--- src/rtl/clk_pmode_ctrl.sv ---
module clk_pmode_ctrl #(
  parameter int XTAL_SETTLE = 1024,
  parameter int RC_SETTLE   = 16,
  parameter int LOW_SETTLE  = 2
) (
  input  logic       clk,
  input  logic       rst_n,
  input  logic       reg_wr,
  input  logic [7:0] reg_wdata,
  output logic [7:0] reg_rdata,
  input  logic       halt,
  input  logic       wake,
  input  logic       osc_xtal,
  input  logic       periph_keep,
  output logic       src_low,
  output logic [2:0] div_log2,
  output logic       cpu_run,
  output logic       sys_clk_en,
  output logic [1:0] pwr_mode
);
  localparam int HW = $clog2(XTAL_SETTLE + 1);
  localparam int LW = $clog2(LOW_SETTLE + 1);
  localparam logic [HW-1:0] HI_X_LAST  = HW'(XTAL_SETTLE - 1);
  localparam logic [HW-1:0] HI_RC_LAST = HW'(RC_SETTLE - 1);
  localparam logic [LW-1:0] LO_LAST    = LW'(LOW_SETTLE - 1);

  typedef enum logic [1:0] {M_RUN = 2'd0, M_IDLE1 = 2'd1, M_IDLE0 = 2'd2, M_SLEEP = 2'd3} mode_t;

  mode_t           mode;
  logic [2:0]      div_code;
  logic            fast_wake, idle_en, hi_direct;
  logic            hi_rdy, lo_rdy;
  logic [HW-1:0]   hi_cnt;
  logic [LW-1:0]   lo_cnt;
  logic [HW-1:0]   hi_last;
  logic            prog_low, fast_hold;

  always_ff @(posedge clk or negedge rst_n) begin
    if (!rst_n) begin
      div_code  <= 3'd0;
      fast_wake <= 1'b0;
      idle_en   <= 1'b1;
      hi_direct <= 1'b1;
    end else if (reg_wr) begin
      div_code  <= reg_wdata[7:5];
      fast_wake <= reg_wdata[4];
      idle_en   <= reg_wdata[1];
      hi_direct <= reg_wdata[0];
    end
  end

  always_ff @(posedge clk or negedge rst_n) begin
    if (!rst_n) mode <= M_RUN;
    else begin
      case (mode)
        M_RUN: if (halt) begin
          if (!idle_en)        mode <= M_SLEEP;
          else if (periph_keep) mode <= M_IDLE1;
          else                 mode <= M_IDLE0;
        end
        default: if (wake) mode <= M_RUN;
      endcase
    end
  end

  assign hi_last = osc_xtal ? HI_X_LAST : HI_RC_LAST;

  always_ff @(posedge clk or negedge rst_n) begin
    if (!rst_n) begin
      hi_cnt <= '0;
      hi_rdy <= 1'b0;
    end else if (mode == M_SLEEP || mode == M_IDLE0) begin
      hi_cnt <= '0;
      hi_rdy <= 1'b0;
    end else if (!hi_rdy) begin
      if (hi_cnt >= hi_last) hi_rdy <= 1'b1;
      else                   hi_cnt <= hi_cnt + 1'b1;
    end
  end

  always_ff @(posedge clk or negedge rst_n) begin
    if (!rst_n) begin
      lo_cnt <= '0;
      lo_rdy <= 1'b0;
    end else if (mode == M_SLEEP) begin
      lo_cnt <= '0;
      lo_rdy <= 1'b0;
    end else if (!lo_rdy) begin
      if (lo_cnt >= LO_LAST) lo_rdy <= 1'b1;
      else                   lo_cnt <= lo_cnt + 1'b1;
    end
  end

  assign prog_low  = !hi_direct && (div_code[2:1] == 2'b00);
  assign fast_hold = !prog_low && fast_wake && osc_xtal && !hi_rdy;
  assign src_low   = prog_low || fast_hold;
  assign div_log2  = (hi_direct || prog_low) ? 3'd0 : 3'(4'd8 - {1'b0, div_code});

  assign cpu_run    = (mode == M_RUN);
  assign sys_clk_en = (mode == M_RUN) || (mode == M_IDLE1);
  assign pwr_mode   = mode;
  assign reg_rdata  = {div_code, fast_wake, lo_rdy, hi_rdy, idle_en, hi_direct};


  reset_val_chk: assert property (@(posedge clk) disable iff (!rst_n)
    $rose(rst_n) |-> (reg_rdata == 8'h03 && pwr_mode == 2'd0));


  wr_store_chk: assert property (@(posedge clk) disable iff (!rst_n)
    reg_wr |=> (reg_rdata[7:4] == $past(reg_wdata[7:4]) && reg_rdata[1:0] == $past(reg_wdata[1:0])));


  halt_sleep_chk: assert property (@(posedge clk) disable iff (!rst_n)
    (pwr_mode == 2'd0 && halt && !reg_rdata[1]) |=> (pwr_mode == 2'd3 && !sys_clk_en));


  halt_idle_chk: assert property (@(posedge clk) disable iff (!rst_n)
    (pwr_mode == 2'd0 && halt && reg_rdata[1]) |=> (pwr_mode == ($past(periph_keep) ? 2'd1 : 2'd2)));


  wake_run_chk: assert property (@(posedge clk) disable iff (!rst_n)
    (pwr_mode != 2'd0 && wake) |=> cpu_run);


  halt_ignored_chk: assert property (@(posedge clk) disable iff (!rst_n)
    (pwr_mode != 2'd0 && !wake) |=> $stable(pwr_mode));


  hi_clear_chk: assert property (@(posedge clk) disable iff (!rst_n)
    (pwr_mode == 2'd3 || pwr_mode == 2'd2) |=> !reg_rdata[2]);


  hi_rise_chk: assert property (@(posedge clk) disable iff (!rst_n)
    $rose(reg_rdata[2]) |-> $past(sys_clk_en));


  lo_clear_chk: assert property (@(posedge clk) disable iff (!rst_n)
    (pwr_mode == 2'd3) |=> !reg_rdata[3]);


  direct_sel_chk: assert property (@(posedge clk) disable iff (!rst_n)
    (reg_rdata[0] && reg_rdata[2]) |-> (!src_low && div_log2 == 3'd0));
endmodule

--- config.mk ---
export PLATFORM = sky130hd
export DESIGN_NAME = clk_pmode_ctrl
export DESIGN_NICKNAME = d
export VERILOG_FILES = /design/src/rtl/clk_pmode_ctrl.sv
export SDC_FILE = /design/constraint.sdc
export NUM_CORES = 1
export LEC_CHECK = 0
export CAP_MARGIN = 30
export CORE_AREA = 5 5 60 62
export DETAILED_ROUTE_END_ITERATION = 12
export DIE_AREA = 0 0 65 67
export PLACE_DENSITY = 0.76
export SYNTH_ARGS = -nofsm -noshare
export SYNTH_HDL_FRONTEND = slang
export SYNTH_SLANG_ARGS = --single-unit
--- constraint.sdc ---
create_clock -name clk -period 2.14 [get_ports clk]
set_input_delay 0.321 -clock clk [delete_from_list [all_inputs] [get_ports clk]]
set_output_delay 0.321 -clock clk [all_outputs]
set_load 0.05 [all_outputs]
# Word-level counts from Yosys, hierarchy flattened
# Cells that the tools add are included.
[word_totals]
ff_bits = 23
inputBits = 15
out_inout_bits = 16
elab_cells = 58
[classes]
add_sub_neg = 3
magnitude_cmp = 2
n_eq_ne = 8
mux = 19
reduce_logical = 17
[ops]
columns = ["cell", "n"]
rows = [
  ["11-bit two-way mux", 3],
  ["2-bit two-way mux", 8],
  ["11-bit by 1-bit adder with 11-bit output, second input constant", 1],
  ["11-bit by 10-bit >= comparator with 1-bit output", 1],
  ["10-bit two-way mux", 1],
  ["1-bit two-way mux", 6],
  ["2-bit inequality test, second input constant", 3],
  ["2-bit AND reduction", 3],
  ["2-bit == test, second input constant", 2],
  ["1-bit logical AND", 4],
  ["2-bit logical NOT", 2],
  ["1-bit logical OR", 4],
  ["2-bit by 1-bit inequality test with 1-bit output, second input constant", 2],
  ["1-bit logical NOT", 3],
  ["3-bit two-way mux", 1],
  ["1-bit by 3-bit subtractor with 3-bit output, first input constant", 1],
  ["2-bit by 1-bit adder with 2-bit output, second input constant", 1],
  ["2-bit by 1-bit == test with 1-bit output, second input constant", 1],
  ["2-bit by 1-bit >= comparator with 1-bit output, second input constant", 1],
  ["2-bit nonzero test", 1],
]

# Longest topological paths before layout
[depth]
ltp_word = 7
ltp_mapped = 7
depth_no_buf = 6

# Worst setup path before layout
# No wires, ideal clock.
[synth_path]
path_type = "reg-to-output"
start = "register div_code[1]"
end = "output div_log2[1]"
arrival_time_ps = 2192
t_required_ps = 1819
setup_slack_ps = -373
path_stages_with_launch = 4
path_buffers = 0
cell_sequence = "dfrtp_1 > inv_1 > ha_1 > nor3b_1"
[synth_between]
elab_chain_len = 4
word_cells_on_any_way = 5
cone_classes = "add/sub: 1; mux: 1; reduce/logical: 3"
[synth_lines]
columns = ["item", "line_no", "text"]
rows = [
  ["from (decl)", "30", "logic [2:0] div_code;"],
  ["from (signal assigned)", "45", "div_code <= reg_wdata[7:5];"],
  ["branches (longest 3 deep; another with 1-bit by 3-bit subtractor with 3-bit output)", "n/a", ""],
  ["3-bit two-way mux (*)", "97", "assign div_log2 = (hi_direct || prog_low) ? 3'd0 : 3'(4'd8 - {1'b0, div_code});"],
  ["to (decl)", "16", "output logic [2:0] div_log2,"],
]
# Every way passes the cells marked *.

# Final worst setup path
[layout_path]
start = "register div_code[1]"
end = "output div_log2[2]"
# Same word-level chain as after synthesis.

==> flow_summary.ini <==
[timing]
rsz0062_at_grt = false
achievable-frequency_mhz = 498
fin_crit_sh = 0.938
timing.hold.ws_ns = 0.351
setup_viol = 0
period_needed_ns = 2.01
setup_tns_ns = 0
skew_ns = 0.00187
worstMarginPinSlew_ns = 0.578
slew_viol_final = 0
setup_slack_ns = 0.133
slew_headroom = 0.614
hold_viol_final = 0

[min_path]
hold_path_class = in2async

[critical_path]
startpoint_type = flop
cp.required_ns = 1.82
crit_path_start = div_code[1]
r2r_start = hi_cnt[1]
crit_path_end_kind = primary output
cp.arrival_ns = 1.69
reg2reg_depth = 6
worstPathMaxFanout = 4
criticalPathCategory = reg2out

[drt]
num_vias = 1213
wl_per_cell_um = 16.0
wirelength_um = 3420
drcViolationCount = 0
viasPerCell = 5.67
dr.pass1.iters = 4
drt_iter0_drc = 46
final_antenna_net_count = 0

[power]
pwr_density_cell_mw_per_mm2 = 755
p_comb_frac = 0.461
power_switching_share = 0.419
internal_power_uw = 863
clkPwrFrac = 0.132
power_leakage_uw = 0.000901
p_sw_uw = 623
pwr-share-seq = 0.407
peakVddDrop_mv = 0.647

[placed_design]
place.gp.congestion = 0.927
place_ws_ns = -0.418
portBuffers = 28
dp_hpwl_um = 2470
dpl-instance-area_mm2 = 0.00182

[yosys]
yosysSeqAreaShare = 0.406
synth_nets = 168
syn_inst = 144
ys_warn_count = 0
postSynthRegisterBits = 23
synth_cell_types = 41
syn_area_mm2 = 0.00143
syn_avg_cell_area_um2 = 9.90

[job]
drv_cap = 0

[layout]
final_common_cell = dfrtp_1
areaGrowthSynthToFinish_pct = 38.1
n_fill_cell = 226
drive_gt1_frac = 0.304
final_cell_mix = 21 x dfrtp_1, 19 x clkdlybuf4s50_1, 18 x buf_4, 11 x nor2_1
finish.utilization = 0.661
diodes = 0
design_area_mm2 = 0.00197
num-nets-final = 206

[cts]
cts.sinks = 23
clockBufferDepth = 2
clk_pin_slew_ns = 0.12
cts_buffers = 3
cts_tree = built
cts_max_level = 1
clk_latency_ns = 0.30
cts_root_buffer = clkbuf_4

[global_routing]
antenna_found_initial = 0
grt_overflow_total = 0
grt_start_max_net_pins = 24
grt_pass1_wl_um = 5780
track_usage = 0.172
grt_pass1_vias = 1301

[floorplan]
die_area_mm2 = 0.00436
io_pins = 31
die_h_um = 67
core-area_mm2 = 0.00298
std_cell_rows = 20
initial_core_util = 0.479
die_w_um = 65

[run_status]
status = finished, final reports clean
## cell type report
type | instances | area [um2] | area share
clock buffer | 4 | 26.3 | 0.0134
inverter | 8 | 32.5 | 0.0165
multi-input combinational | 103 | 880 | 0.447
sequential | 23 | 578 | 0.294
tap | 33 | 41.3 | 0.0210
timing repair buffer | 43 | 410 | 0.209
## worst max-delay path, stage by stage (launching register included)
cell	delay (ns)
dfrtp_1	0.43
inv_1	0.08
ha_1	0.19
or3_1	0.33
a21oi_2	0.20
buf_12	0.16
## final timing paths
path | endpoint | slack (ns)
min | hi_cnt[10] | 0.35
min reg2reg | hi_cnt[10] | 0.57
min in group clk | hi_cnt[10] | 0.57
max in group asynchronous | hi_direct | 1.52
max reg2reg | hi_cnt[7] | 0.15
max | div_log2[2] | 0.13
## cells in the mapped netlist, drive strengths merged
| cell | n | area [um2] |
|---|---|---|
| dfrtp | 21 | 526 |
| and3 | 3 | 18.8 |
| a21oi | 10 | 50.1 |
| mux2 | 11 | 124 |
| mux2i | 1 | 10.0 |
| dfstp | 2 | 52.6 |
| nor4b | 1 | 8.76 |
| a21o | 1 | 7.51 |
| o21ai | 5 | 25.0 |
| nand2b | 1 | 6.26 |
| nor3b | 1 | 7.51 |
| o31ai | 2 | 15.0 |
| and4 | 2 | 17.5 |
| nand3b | 1 | 7.51 |
| o311ai | 1 | 8.76 |
| clkbuf | 3 | 11.3 |
| o2111ai | 1 | 8.76 |
| nand3 | 9 | 45.0 |
| nand4 | 1 | 6.26 |
| buf | 7 | 53.8 |
| xnor2 | 1 | 8.76 |
| o41ai | 1 | 8.76 |
| inv | 8 | 30.0 |
| nand4b | 1 | 23.8 |
| or3 | 1 | 6.26 |
| nor3 | 3 | 25.0 |
| or4 | 1 | 7.51 |
| nor2 | 11 | 41.3 |
| o211ai | 1 | 7.51 |
| or2 | 1 | 6.26 |
| nand2 | 7 | 28.8 |
| nor4 | 7 | 58.8 |
| ha | 9 | 113 |
| nor2b | 8 | 50.1 |
## power groups by stage
stage / registers [uW] / clock network (uW) / logic, uW
2_1_floorplan: 647 / 0 / 409
3_3_place_gp: 605 / 0 / 645
3_5_place_dp: 610 / 0 / 673
4_1_cts: 603 / 211 / 680
5_1_grt: 617 / 227 / 754
6_report: 605 / 196 / 685
## state kept, by name (all words and copies together) (netlist names)
| signal | cells |
|---|---|
| idle_en | 1 |
| lo_rdy | 1 |
| pwr_mode | 2 |
| hi_rdy | 1 |
| hi_direct | 1 |
| fast_wake | 1 |
| hi_cnt | 11 |
| lo_cnt | 2 |
| div_code | 3 |
## metrics by stage
step                      cells  power, uW
after floorplan             144       1060
after global placement      209       1250
after detailed placement    209       1280
after CTS                   213       1490
after global routing        214       1600
final                       214       1490
## per-layer routing
metal / track usage / vias to the layer above / share of wire
met1: 0.206 / 597 / 0.44
met5: 0 / - / 0
met2: 0.308 / 24 / 0.53
met4: 0.0633 / 0 / 0.0073
met3: 0.0270 / 4 / 0.018
li1: - / 588 / -
## repair_timing
| item | CTS | global route |
|---|---|---|
| gates cloned | 0 | 1 |
| buffers inserted | 0 | 0 |
| resized for setup | 11 | 12 |
| pin swaps | 0 | 1 |
| setup endpoints to repair | 8 | 11 |
| hold buffers | 0 | 0 |
## kinds of logic (layout without fill, tap and decap cells)
family | Yosys count | after routing | synth area share
AOI/OAI and AO/OA | 22 | 22 | 0.0922
xor gates and xnor gates | 1 | 1 | 0.00615
adders and majority gates | 9 | 9 | 0.0790
buffers and inverters | 18 | 55 | 0.0667
DFF | 23 | 23 | 0.406
muxes | 12 | 12 | 0.0939
and+or+nand+nor | 59 | 59 | 0.256
(Power assumes the default switching activity.)
